[src/rtl/cap_chan_pkg.sv]
// Shared register addresses, field positions and codes for the
// input capture transition counter channel.
package cap_chan_pkg;

    localparam int unsigned REG_AW = 3;

    localparam logic [REG_AW-1:0] ADDR_CTRL  = 3'd0;
    localparam logic [REG_AW-1:0] ADDR_MAX   = 3'd1;
    localparam logic [REG_AW-1:0] ADDR_COUNT = 3'd2;
    localparam logic [REG_AW-1:0] ADDR_FINAL = 3'd3;
    localparam logic [REG_AW-1:0] ADDR_LAST  = 3'd4;
    localparam logic [REG_AW-1:0] ADDR_HOST  = 3'd5;

    // control register field positions
    localparam int unsigned PSC_LSB  = 0;
    localparam int unsigned PAC_LSB  = 2;
    localparam int unsigned PAC_KEEP = 4;
    localparam int unsigned TBS_LSB  = 5;
    localparam int unsigned TBS_KEEP = 8;
    localparam int unsigned TBS_SEL  = 1;   // bit within the timebase field

    // host register field positions
    localparam int unsigned HOST_SEQ_LSB  = 0;
    localparam int unsigned HOST_PRIO_LSB = 2;
    localparam int unsigned HOST_EN_BIT   = 4;
    localparam int unsigned HOST_STAT_BIT = 5;

    typedef enum logic [1:0] {
        EDGE_NONE = 2'b00,
        EDGE_RISE = 2'b01,
        EDGE_FALL = 2'b10,
        EDGE_BOTH = 2'b11
    } edge_mode_e;

    typedef enum logic [1:0] {
        DRV_NONE0 = 2'b00,
        DRV_HIGH  = 2'b01,
        DRV_LOW   = 2'b10,
        DRV_NONE  = 2'b11
    } pin_force_e;

    localparam logic [1:0] SRV_INIT = 2'b01;

endpackage

[src/rtl/cap_chan_sync_edge.sv]
// Pin synchronizer and edge qualifier.
// Passes the asynchronous pin through STAGES flops, then compares the
// synchronized level with its previous value and flags the edges that
// the selected mode accepts. Assumes pin pulses last several cycles.
module cap_chan_sync_edge
    import cap_chan_pkg::*;
#(
    parameter int unsigned STAGES = 2
) (
    input  logic       clk,
    input  logic       rst_n,
    input  logic       pin_i,
    input  edge_mode_e mode_i,
    output logic       hit_o
);

    localparam int unsigned LAST = STAGES - 1;

    logic [STAGES-1:0] sync_q;
    logic              prev_q;
    logic              rise;
    logic              fall;

    // shift the pin through the synchronizer and keep the previous level
    always_ff @(posedge clk) begin
        if (!rst_n) begin
            sync_q <= '0;
            prev_q <= 1'b0;
        end else begin
            sync_q <= {sync_q[STAGES-2:0], pin_i};
            prev_q <= sync_q[LAST];
        end
    end

    assign rise = sync_q[LAST] & ~prev_q;
    assign fall = ~sync_q[LAST] & prev_q;

    // accept only the edges that the mode asks for
    always_comb begin
        unique case (mode_i)
            EDGE_RISE: hit_o = rise;
            EDGE_FALL: hit_o = fall;
            EDGE_BOTH: hit_o = rise | fall;
            default:   hit_o = 1'b0;
        endcase
    end

    // no qualified edge is reported while edge detection is off
    a_r2_no_hit_when_off: assert property (@(posedge clk) disable iff (!rst_n)
        hit_o |-> (mode_i != EDGE_NONE));

endmodule

[src/rtl/cap_chan_core.sv]
// Capture, counting and sequencing state of the channel.
// Holds the armed flag, the transition count, the last and final capture
// times and the interrupt status. An init request takes precedence over
// an edge in the same cycle, and a status set takes precedence over a clear.
module cap_chan_core #(
    parameter int unsigned TW = 16,
    parameter int unsigned CW = 16
) (
    input  logic          clk,
    input  logic          rst_n,
    input  logic          hit_i,
    input  logic          run_i,
    input  logic          init_i,
    input  logic          continual_i,
    input  logic [CW-1:0] max_i,
    input  logic [TW-1:0] tb_i,
    input  logic          clr_stat_i,
    output logic [CW-1:0] count_o,
    output logic [TW-1:0] last_o,
    output logic [TW-1:0] final_o,
    output logic          status_o
);

    logic          armed_q;
    logic [CW-1:0] count_q;
    logic [TW-1:0] last_q;
    logic [TW-1:0] final_q;
    logic          status_q;
    logic [CW-1:0] count_inc;
    logic          take;
    logic          reach;

    assign count_inc = count_q + 1'b1;
    assign take      = hit_i & armed_q & run_i & ~init_i;
    assign reach     = take & (max_i != '0) & (count_inc == max_i);

    // arming and transition count sequencing
    always_ff @(posedge clk) begin
        if (!rst_n) begin
            armed_q <= 1'b0;
            count_q <= '0;
        end else if (init_i) begin
            armed_q <= 1'b1;
            count_q <= '0;
        end else if (reach) begin
            armed_q <= continual_i;
            count_q <= continual_i ? '0 : count_inc;
        end else if (take) begin
            count_q <= count_inc;
        end
    end

    // timestamp of every capture and of the capture reaching the maximum
    always_ff @(posedge clk) begin
        if (!rst_n) begin
            last_q  <= '0;
            final_q <= '0;
        end else begin
            if (take)  last_q  <= tb_i;
            if (reach) final_q <= tb_i;
        end
    end

    // interrupt status: set on reaching the maximum, cleared by software
    always_ff @(posedge clk) begin
        if (!rst_n)          status_q <= 1'b0;
        else if (reach)      status_q <= 1'b1;
        else if (clr_stat_i) status_q <= 1'b0;
    end

    assign count_o  = count_q;
    assign last_o   = last_q;
    assign final_o  = final_q;
    assign status_o = status_q;

    // the count only steps by one or returns to zero
    a_r6_count_step: assert property (@(posedge clk) disable iff (!rst_n)
        !$stable(count_q) |-> ((count_q == $past(count_q) + 1'b1) || (count_q == '0)));

    // the last capture time moves only after a qualified, armed edge
    a_r5_last_on_capture: assert property (@(posedge clk) disable iff (!rst_n)
        !$stable(last_q) |-> $past(hit_i && armed_q && run_i));

    // the final capture time only moves together with a status set
    a_r6_final_with_status: assert property (@(posedge clk) disable iff (!rst_n)
        !$stable(final_q) |-> status_q);

    // single shot disarms after reaching the maximum
    a_r7_single_shot_stops: assert property (@(posedge clk) disable iff (!rst_n)
        (reach && !continual_i) |=> !armed_q);

    // status never rises while the channel is disabled
    a_r9_status_needs_run: assert property (@(posedge clk) disable iff (!rst_n)
        $rose(status_q) |-> $past(run_i));

endmodule

[src/rtl/edge_capture_channel.sv]
// Input capture transition counter channel, top level.
// Holds the control, maximum-count and host registers, selects the
// timebase, decodes service requests and the pin-force request, and
// wires the synchronizer/edge qualifier to the capture core.
// Assumes TW and CW do not exceed DW and DW is at least 9.
module edge_capture_channel
    import cap_chan_pkg::*;
#(
    parameter int unsigned TW     = 16,
    parameter int unsigned CW     = 16,
    parameter int unsigned DW     = 16,
    parameter int unsigned STAGES = 2
) (
    input  logic              clk,
    input  logic              rst_n,
    input  logic              pin_i,
    input  logic [TW-1:0]     tb1_i,
    input  logic [TW-1:0]     tb2_i,
    input  logic              srv_valid_i,
    input  logic [1:0]        srv_code_i,
    input  logic              wr_en_i,
    input  logic [REG_AW-1:0] wr_addr_i,
    input  logic [DW-1:0]     wr_data_i,
    input  logic [REG_AW-1:0] rd_addr_i,
    output logic [DW-1:0]     rd_data_o,
    output logic              irq_o,
    output logic              pin_drv_en_o,
    output logic              pin_drv_val_o
);

    logic [1:0]    psc_q;
    logic [1:0]    pac_q;
    logic [3:0]    tbs_q;
    logic [CW-1:0] max_q;
    logic [1:0]    seq_q;
    logic [1:0]    prio_q;
    logic          int_en_q;

    logic          wr_ctrl;
    logic          wr_host;
    logic          run;
    logic          init_req;
    logic          clr_stat;
    logic          hit;
    logic [TW-1:0] tb_sel;
    logic [CW-1:0] count;
    logic [TW-1:0] last_time;
    logic [TW-1:0] final_time;
    logic          status;

    assign wr_ctrl  = wr_en_i & (wr_addr_i == ADDR_CTRL);
    assign wr_host  = wr_en_i & (wr_addr_i == ADDR_HOST);
    assign run      = (prio_q != 2'b00);
    assign init_req = srv_valid_i & (srv_code_i == SRV_INIT) & run;
    assign clr_stat = wr_host & wr_data_i[HOST_STAT_BIT];

    // control register with keep-unchanged codes on edge and timebase fields
    always_ff @(posedge clk) begin
        if (!rst_n) begin
            psc_q <= 2'b00;
            pac_q <= 2'b00;
            tbs_q <= 4'b0000;
        end else if (wr_ctrl) begin
            psc_q <= wr_data_i[PSC_LSB +: 2];
            if (!wr_data_i[PAC_KEEP]) pac_q <= wr_data_i[PAC_LSB +: 2];
            if (!wr_data_i[TBS_KEEP]) tbs_q <= wr_data_i[TBS_LSB +: 4];
        end
    end

    // maximum-count register
    always_ff @(posedge clk) begin
        if (!rst_n)                                max_q <= '0;
        else if (wr_en_i && wr_addr_i == ADDR_MAX) max_q <= wr_data_i[CW-1:0];
    end

    // host register: sequencing, priority and interrupt enable
    always_ff @(posedge clk) begin
        if (!rst_n) begin
            seq_q    <= 2'b00;
            prio_q   <= 2'b00;
            int_en_q <= 1'b0;
        end else if (wr_host) begin
            seq_q    <= wr_data_i[HOST_SEQ_LSB +: 2];
            prio_q   <= wr_data_i[HOST_PRIO_LSB +: 2];
            int_en_q <= wr_data_i[HOST_EN_BIT];
        end
    end

    // pick the timebase that the capture latches
    assign tb_sel = tbs_q[TBS_SEL] ? tb2_i : tb1_i;

    cap_chan_sync_edge #(
        .STAGES (STAGES)
    ) u_sync_edge (
        .clk    (clk),
        .rst_n  (rst_n),
        .pin_i  (pin_i),
        .mode_i (edge_mode_e'(pac_q)),
        .hit_o  (hit)
    );

    cap_chan_core #(
        .TW (TW),
        .CW (CW)
    ) u_core (
        .clk         (clk),
        .rst_n       (rst_n),
        .hit_i       (hit),
        .run_i       (run),
        .init_i      (init_req),
        .continual_i (seq_q[0]),
        .max_i       (max_q),
        .tb_i        (tb_sel),
        .clr_stat_i  (clr_stat),
        .count_o     (count),
        .last_o      (last_time),
        .final_o     (final_time),
        .status_o    (status)
    );

    // register read multiplexer
    always_comb begin
        rd_data_o = '0;
        unique case (rd_addr_i)
            ADDR_CTRL: begin
                rd_data_o[PSC_LSB +: 2] = psc_q;
                rd_data_o[PAC_LSB +: 2] = pac_q;
                rd_data_o[TBS_LSB +: 4] = tbs_q;
            end
            ADDR_MAX:   rd_data_o[CW-1:0] = max_q;
            ADDR_COUNT: rd_data_o[CW-1:0] = count;
            ADDR_FINAL: rd_data_o[TW-1:0] = final_time;
            ADDR_LAST:  rd_data_o[TW-1:0] = last_time;
            ADDR_HOST: begin
                rd_data_o[HOST_SEQ_LSB +: 2]  = seq_q;
                rd_data_o[HOST_PRIO_LSB +: 2] = prio_q;
                rd_data_o[HOST_EN_BIT]        = int_en_q;
                rd_data_o[HOST_STAT_BIT]      = status;
            end
            default: rd_data_o = '0;
        endcase
    end

    // interrupt output and pin-force request
    assign irq_o = status & int_en_q;

    always_comb begin
        unique case (pin_force_e'(psc_q))
            DRV_HIGH: begin pin_drv_en_o = 1'b1; pin_drv_val_o = 1'b1; end
            DRV_LOW:  begin pin_drv_en_o = 1'b1; pin_drv_val_o = 1'b0; end
            default:  begin pin_drv_en_o = 1'b0; pin_drv_val_o = 1'b0; end
        endcase
    end

    // nothing is counted or cleared while priority is disabled
    a_r9_idle_holds_count: assert property (@(posedge clk) disable iff (!rst_n)
        (prio_q == 2'b00) |=> $stable(count));

    // an interrupt is never raised without a pending status
    a_r10_irq_has_status: assert property (@(posedge clk) disable iff (!rst_n)
        irq_o |-> (status && int_en_q));

endmodule

[config.mk]
export PLATFORM = sky130hd
export DESIGN_NAME = edge_capture_channel
export DESIGN_NICKNAME = d
export VERILOG_FILES = /design/src/rtl/cap_chan_pkg.sv /design/src/rtl/cap_chan_sync_edge.sv /design/src/rtl/cap_chan_core.sv /design/src/rtl/edge_capture_channel.sv
export SDC_FILE = /design/constraint.sdc
export NUM_CORES = 1
export LEC_CHECK = 0
export BUFFER_PORTS_ARGS = -buffer_cell sky130_fd_sc_hd__clkbuf_2
export CAP_MARGIN = 25
export CORE_AREA = 2 2 96 98
export CTS_CLUSTER_DIAMETER = 120
export CTS_CLUSTER_SIZE = 25
export DETAILED_ROUTE_END_ITERATION = 7
export DIE_AREA = 0 0 98 100
export PLACE_DENSITY = 0.88
export SLEW_MARGIN = 20
export SYNTH_ARGS = -nofsm -noshare
export SYNTH_HDL_FRONTEND = slang
export SYNTH_SLANG_ARGS = --single-unit
[constraint.sdc]
create_clock -name clk -period 3.7 [get_ports clk]
set_input_delay 0.74 -clock clk [delete_from_list [all_inputs] [get_ports clk]]
set_output_delay 0.74 -clock clk [all_outputs]
set_load 0.01 [all_outputs]
==> results of run 1 <==
worst max-delay path, stage by stage (launching register included):
cell       delay (ns)
dfxtp_1          0.50
ha_1             0.35
nand3_1          0.22
nor4_1           0.34
xnor2_1          0.11
a2111oi_1        0.33
nand4_1          0.27
nor4b_4          0.79
o21ai_0          0.21
cell families after synthesis:
logic type,after synthesis,share of synthesized area
AND/OR/NAND/NOR,209,0.220
AO/OA/AOI/OAI,81,0.114
flip-flops,81,0.346
multiplexers,79,0.184
buffers and inverters,53,0.0702
XOR/XNOR,30,0.0560
adder cells (fa/ha/maj),4,0.0107
metrics by stage:
step | power (W) | area [µm²] | hold slack, ns | instances | worst slack [ns]
after floorplan | 0.00101 | 4690 | 0.412 | 537 | 0.784
after global placement | 0.00107 | 4990 | 0.430 | 691 | 0.691
after detailed placement | 0.00107 | 4990 | 0.435 | 691 | 0.503
after CTS | 0.00171 | 5190 | 0.456 | 707 | 0.450
after global routing | 0.00177 | 5190 | 0.463 | 707 | 0.0569
final | 0.00171 | 5190 | 0.453 | 707 | 0.421
final timing paths:
| path | endpoint | cells after the start |
|---|---|---|
| max reg2reg | u_core.count_o[15]$_SDFFE_PP0P_ | 8 |
| min reg2reg | u_sync_edge.sync_q[1]$_SDFF_PN0_ | 1 |
| min | u_sync_edge.sync_q[1]$_SDFF_PN0_ | 1 |
| max | u_core.count_o[15]$_SDFFE_PP0P_ | 8 |
Yosys cell counts (3+ instances only):
cell and instances:
nand2_1 82, dfxtp_1 81, mux2i_1 53, nor2_1 40
mux2_2 22, a21oi_1 20, clkbuf_1 20, a22oi_1 16
nor3_1 15, xnor2_1 15, xor2_1 15, o21ai_0 14
nand3_1 13, o22ai_1 13, inv_1 10, nor4_1 10
nand4_1 9, clkbuf_8 8, nor2b_1 8, buf_1 7
and2_1 5, ha_1 4, nand2b_1 4, or3_1 4
buf_6 3, mux4_2 3
final cells by class:
class | instances | share of cell area
multi-input combinational | 403 | 0.530
sequential | 81 | 0.312
timing repair buffer | 85 | 0.0848
clock buffer | 11 | 0.0272
tap | 111 | 0.0268
clock inverter | 5 | 0.0106
inverter | 11 | 0.00795
power groups by stage:
stage	Clock, W	Sequential, W	Combinational (W)
finish	0.000654	0.000894	0.000161
global route	0.000698	0.000894	0.000177
CTS	0.000654	0.000893	0.000160
detailed placement	0	0.000913	0.000159
global placement	0	0.000912	0.000153
floorplan	0	0.000908	0.000104
layer usage:
layer	GRT usage	share of wire
met1	0.311	0.41
met2	0.405	0.47
met3	0.0487	0.079
met4	0.107	0.038
met5	0	0
registers in the layout (all words and copies together), names as in the netlist:
signal              cells
u_core.armed_q          1
psc_q                   2
u_core.last_o          16
u_core.final_o         16
pac_q                   2
u_core.count_o         16
u_core.status_o         1
u_sync_edge.prev_q      1
int_en_q                1
max_q                  16
u_sync_edge.sync_q      2
seq_q                   2
prio_q                  2
tbs_q                   3
==> impl_metrics.env, run 1 <==
export IMPL_multiInputGateArea_um2=2750
export IMPL_p_seq_frac=0.523
export IMPL_first_pass_iters=5
export IMPL_clkPwrFrac=0.383
export IMPL_vias_per_cell=6.02
export IMPL_syn_to_final_growth_pct=10.7
export IMPL_ys_ff_latch=81
export IMPL_grt_start_max_net_pins=47
export IMPL_critPathRequiredTime_ns=3.90
export IMPL_grt_overflow=0
export IMPL_critPathCaptureType="flip-flop"
export IMPL_synth_cell_area_um2=4690
export IMPL_wl_per_cell_um=16.9
export IMPL_setup_tns_ns=0
export IMPL_max_freq_ghz=0.305
export IMPL_cts_made_buffers=9
export IMPL_period_needed_ns=3.28
export IMPL_p_switching_w=0.000431
export IMPL_async_flop_share=0
export IMPL_ff2ff_setup_slack_ns=0.42
export IMPL_setup_violations=0
export IMPL_tritoncts="done"
export IMPL_antennaDiodeCount=0
export IMPL_grt_pass1_vias=3965
export IMPL_critPathMaxFanout=16
export IMPL_fp_dieArea_um2=9800
export IMPL_totalWireLength_mm=11.9
export IMPL_drc=0
export IMPL_rows=35
export IMPL_hpwlAfterDp_mm=8.84
export IMPL_start_kind="flip-flop"
export IMPL_p_comb_frac=0.094
export IMPL_io_pins=80
export IMPL_slew_viol_final=0
export IMPL_nNetsFinal=656
export IMPL_post_cts_resize_count=0
export IMPL_first_iter_violations=352
export IMPL_ys_types=62
export IMPL_final_common_cell="nand2_1"
export IMPL_fin_util=0.584
export IMPL_avgSynthCellArea_um2=8.74
export IMPL_intPower_w=0.00128
export IMPL_path_class="reg -> reg"
export IMPL_cts_hold_buf=0
export IMPL_grt_pass1_wl_mm=19.4
export IMPL_maxSlewHeadroom=0.459
export IMPL_yosysWarnings=0
export IMPL_worst_pin_slew_ns=0.808
export IMPL_ff_latch_area_um2=1620
export IMPL_postCtsSetupBuffers=0
export IMPL_sw_frac_of_total=0.252
export IMPL_ys_flop_type="dfxtp_1"
export IMPL_cts_root_buffer="clkbuf_8"
export IMPL_timing_rr_start="u_core.count_o[0]$_SDFFE_PP0P_"
export IMPL_final_fill_count=720
export IMPL_cp_arrival_ns=3.48
export IMPL_hp_start="u_sync_edge.sync_q[0]$_SDFF_PN0_"
export IMPL_synth_edff_count=0
export IMPL_mostFrequentLayoutCells="nand2_1 (82), dfxtp_1 (81), clkbuf_2 (79), mux2i_1 (53), nor2_1 (40)"
export IMPL_cts_clk_slew_worst_paths_ns=0.08
export IMPL_insertion_delay_ns=0.35
export IMPL_core_area_um2=8890
export IMPL_io_buffers=79
export IMPL_vias=4259
export IMPL_ir_drop_v=0.000264
export IMPL_yosysTopAreaCellShare=0.346
export IMPL_ys_seq_area_frac=0.346
export IMPL_fin_worst_skew_ns=0.0103
export IMPL_rsz0062_at_grt="no"
export IMPL_antenna_left=0
export IMPL_synth_nets=602
export IMPL_drv_cap=0
export IMPL_antenna_found_initial=0
export IMPL_hp_class="reg -> reg"
export IMPL_p_leak_nw=1.93
export IMPL_yosys_area_top_type="dfxtp_1"
export IMPL_synth_area_top_cells="dfxtp_1 (35%), mux2i_1 (11%), nand2_1 (6.6%)"
export IMPL_track_usage=0.244
export IMPL_layout_drive_gt1_share=0.235
export IMPL_status="finished clean"
export IMPL_final_hold_violation_count=0
export IMPL_die_x_um=98
export IMPL_critPathLaunch="u_core.count_o[0]$_SDFFE_PP0P_"
export IMPL_syn_inst=537
export IMPL_die_h_um=100
export IMPL_period_share=0.886
export IMPL_h_tree_depth=3
export IMPL_gp_congestion=0.964
export IMPL_cellPowerDensity_nw_per_um2=329
export IMPL_cts_num_sinks=81
export IMPL_cts_max_path_buffers=2
export IMPL_start_util=0.528
Note: power is estimated with default switching activity, not from simulation.
==> run 2: changes to the inputs <==
==> constraint.sdc (replaced) <==
create_clock -name clk -period 3.2 [get_ports clk]
set_input_delay 0.64 -clock clk [delete_from_list [all_inputs] [get_ports clk]]
set_output_delay 0.64 -clock clk [all_outputs]
set_load 0.01 [all_outputs]
==> run 2 against run 1 <==
Compared with the run above: clock skew is 0.00096 ns lower; combinational power increased by 17%; total power grew 21%; via count increased by 2.8%; register-to-register slack worse by 0.28 ns; highest routed layer unchanged; largest power group unchanged; die area stayed put; global-route usage increased by 0.90 points; sequential share of layout area fell by 0.32 points; cell area up 1.0%; count of clock-buffer cells in the layout stayed put.
==> impl_metrics.env, run 2 (synthesis results as in run 1) <==
export IMPL_grt_start_max_net_pins=47
export IMPL_first_pass_iters=8
export IMPL_first_iter_violations=593
export IMPL_core_area_um2=8890
export IMPL_grt_pass1_vias=4171
export IMPL_die_x_um=98
export IMPL_hp_class="reg -> reg"
export IMPL_antenna_left=0
export IMPL_final_area_um2=5250
export IMPL_totalWireLength_mm=12.5
export IMPL_max_freq_ghz=0.327
export IMPL_hpwlAfterDp_mm=8.93
export IMPL_ir_drop_v=0.000311
export IMPL_grt_pass1_wl_mm=20.0
export IMPL_gp_congestion=0.998
export IMPL_nNetsFinal=659
export IMPL_worst_pin_slew_ns=0.793
export IMPL_final_hold_violation_count=0
export IMPL_intPower_w=0.00158
export IMPL_fin_worst_skew_ns=0.00934
export IMPL_start_kind="flip-flop"
export IMPL_rr_worst_depth=9
export IMPL_final_fill_count=703
export IMPL_sw_frac_of_total=0.238
export IMPL_vias=4379
export IMPL_cts_made_buffers=9
export IMPL_mostFrequentLayoutCells="nand2_1 (82), dfxtp_1 (81), clkbuf_2 (79), mux2i_1 (53), nor2_1 (40)"
export IMPL_fp_dieArea_um2=9800
export IMPL_cts_hold_buf=0
export IMPL_min_to="u_core.final_o[2]$_SDFFE_PN0P_"
export IMPL_rows=35
export IMPL_vias_per_cell=6.18
export IMPL_slew_viol_final=0
export IMPL_track_usage=0.253
export IMPL_post_cts_resize_count=0
export IMPL_p_seq_frac=0.499
export IMPL_p_leak_nw=1.96
export IMPL_worstReg2RegEnd="u_core.final_o[12]$_SDFFE_PN0P_"
export IMPL_syn_to_final_growth_pct=11.8
export IMPL_clkPwrFrac=0.410
export IMPL_cp_arrival_ns=3.34
export IMPL_critPathRequiredTime_ns=3.48
export IMPL_ff2ff_setup_slack_ns=0.14
export IMPL_antennaDiodeCount=0
export IMPL_setup_tns_ns=0
export IMPL_die_h_um=100
export IMPL_drv_cap=0
export IMPL_grt_overflow=0
export IMPL_setup_violations=0
export IMPL_period_share=0.957
export IMPL_period_needed_ns=3.06
export IMPL_status="finished clean"
export IMPL_path_class="reg -> reg"
export IMPL_pre_cts_ws_ns=0.276
export IMPL_cts_root_buffer="clkbuf_8"
export IMPL_cts_clk_slew_worst_paths_ns=0.08
export IMPL_postLayoutSetupSlackWorst_ns=0.138
export IMPL_layout_drive_gt1_share=0.239
export IMPL_io_pins=80
export IMPL_placed_area_um2=5020
export IMPL_postCtsSetupBuffers=0
export IMPL_antenna_found_initial=0
export IMPL_min_path_cells=2
export IMPL_p_comb_frac=0.091
export IMPL_critPathCaptureType="flip-flop"
export IMPL_timing_rr_start="u_core.count_o[0]$_SDFFE_PP0P_"
export IMPL_cts_max_path_buffers=2
export IMPL_tritoncts="done"
export IMPL_cts_num_sinks=81
export IMPL_hp_start="u_core.final_o[2]$_SDFFE_PN0P_"
export IMPL_wl_per_cell_um=17.6
export IMPL_drc=0
export IMPL_rsz0062_at_grt="no"
export IMPL_critPathMaxFanout=17
export IMPL_h_tree_depth=3
export IMPL_maxSlewHeadroom=0.470
export IMPL_final_common_cell="nand2_1"
export IMPL_start_util=0.528
export IMPL_p_switching_w=0.000492
export IMPL_cellPowerDensity_nw_per_um2=395
export IMPL_io_buffers=79
export IMPL_insertion_delay_ns=0.36
run 2: power by group through the flow:
stage | logic, W | clock network [W] | registers (W)
6_report | 0.000189 | 0.000849 | 0.00103
5_1_grt | 0.000204 | 0.000886 | 0.00103
2_1_floorplan | 0.000121 | 0 | 0.00105
3_3_place_gp | 0.000178 | 0 | 0.00105
3_5_place_dp | 0.000184 | 0 | 0.00106
4_1_cts | 0.000186 | 0.000847 | 0.00103
run 2: how the worst max path moves through the flow:
stage | startpoint | endpoint | slack [ns] | depth (start not counted)
final | u_core.count_o[0]$_SDFFE_PP0P_ | u_core.final_o[12]$_SDFFE_PN0P_ | 0.14 | 9
after global routing | u_core.count_o[0]$_SDFFE_PP0P_ | u_core.final_o[12]$_SDFFE_PN0P_ | 0.05 | 9
after CTS | u_core.count_o[0]$_SDFFE_PP0P_ | u_core.final_o[12]$_SDFFE_PN0P_ | 0.21 | 9
after detailed placement | u_core.count_o[0]$_SDFFE_PP0P_ | u_core.final_o[7]$_SDFFE_PN0P_ | 0.28 | 9
after global placement | u_core.count_o[0]$_SDFFE_PP0P_ | u_core.final_o[14]$_SDFFE_PN0P_ | 0.48 | 9
after floorplan | rd_addr_i[0] | rd_data_o[11] | 0.48 | 5
run 2: stage by stage:
step / hold WS [ns] / cells / utilization / power [W]
after floorplan: 0.412 / 537 / - / 0.00117
after global placement: 0.442 / 694 / 0.564 / 0.00123
after detailed placement: 0.456 / 694 / 0.564 / 0.00124
after CTS: 0.468 / 709 / 0.590 / 0.00206
after global routing: 0.482 / 709 / 0.590 / 0.00212
final: 0.467 / 709 / 0.590 / 0.00207
run 2: layout make-up:
class / instances / area, µm² / area share
well taps: 111 / 139 / 0.0265
clock inverters: 4 / 76.3 / 0.0146
repair buffers: 88 / 463 / 0.0883
multi-input cells: 403 / 2750 / 0.525
inverters: 11 / 41.3 / 0.00787
clock buffers: 11 / 151 / 0.0289
flip-flops and latches: 81 / 1620 / 0.309
run 2: per-layer routing:
layer | GRT usage | vias to the layer above | part of all wire
met4 | 0.149 | 0 | 0.045
met3 | 0.0474 | 60 | 0.089
met5 | 0 | - | 0
met2 | 0.426 | 279 | 0.47
li1 | - | 2010 | -
met1 | 0.303 | 2030 | 0.39
run 2: worst max-delay path, stage by stage, from the launching register on:
cell       delay [ns]
dfxtp_1          0.47
ha_1             0.33
nand3_1          0.24
nor4_1           0.41
xnor2_1          0.12
a2111oi_1        0.33
nand4_1          0.26
nor3_2           0.22
buf_4            0.33
mux2i_1          0.27
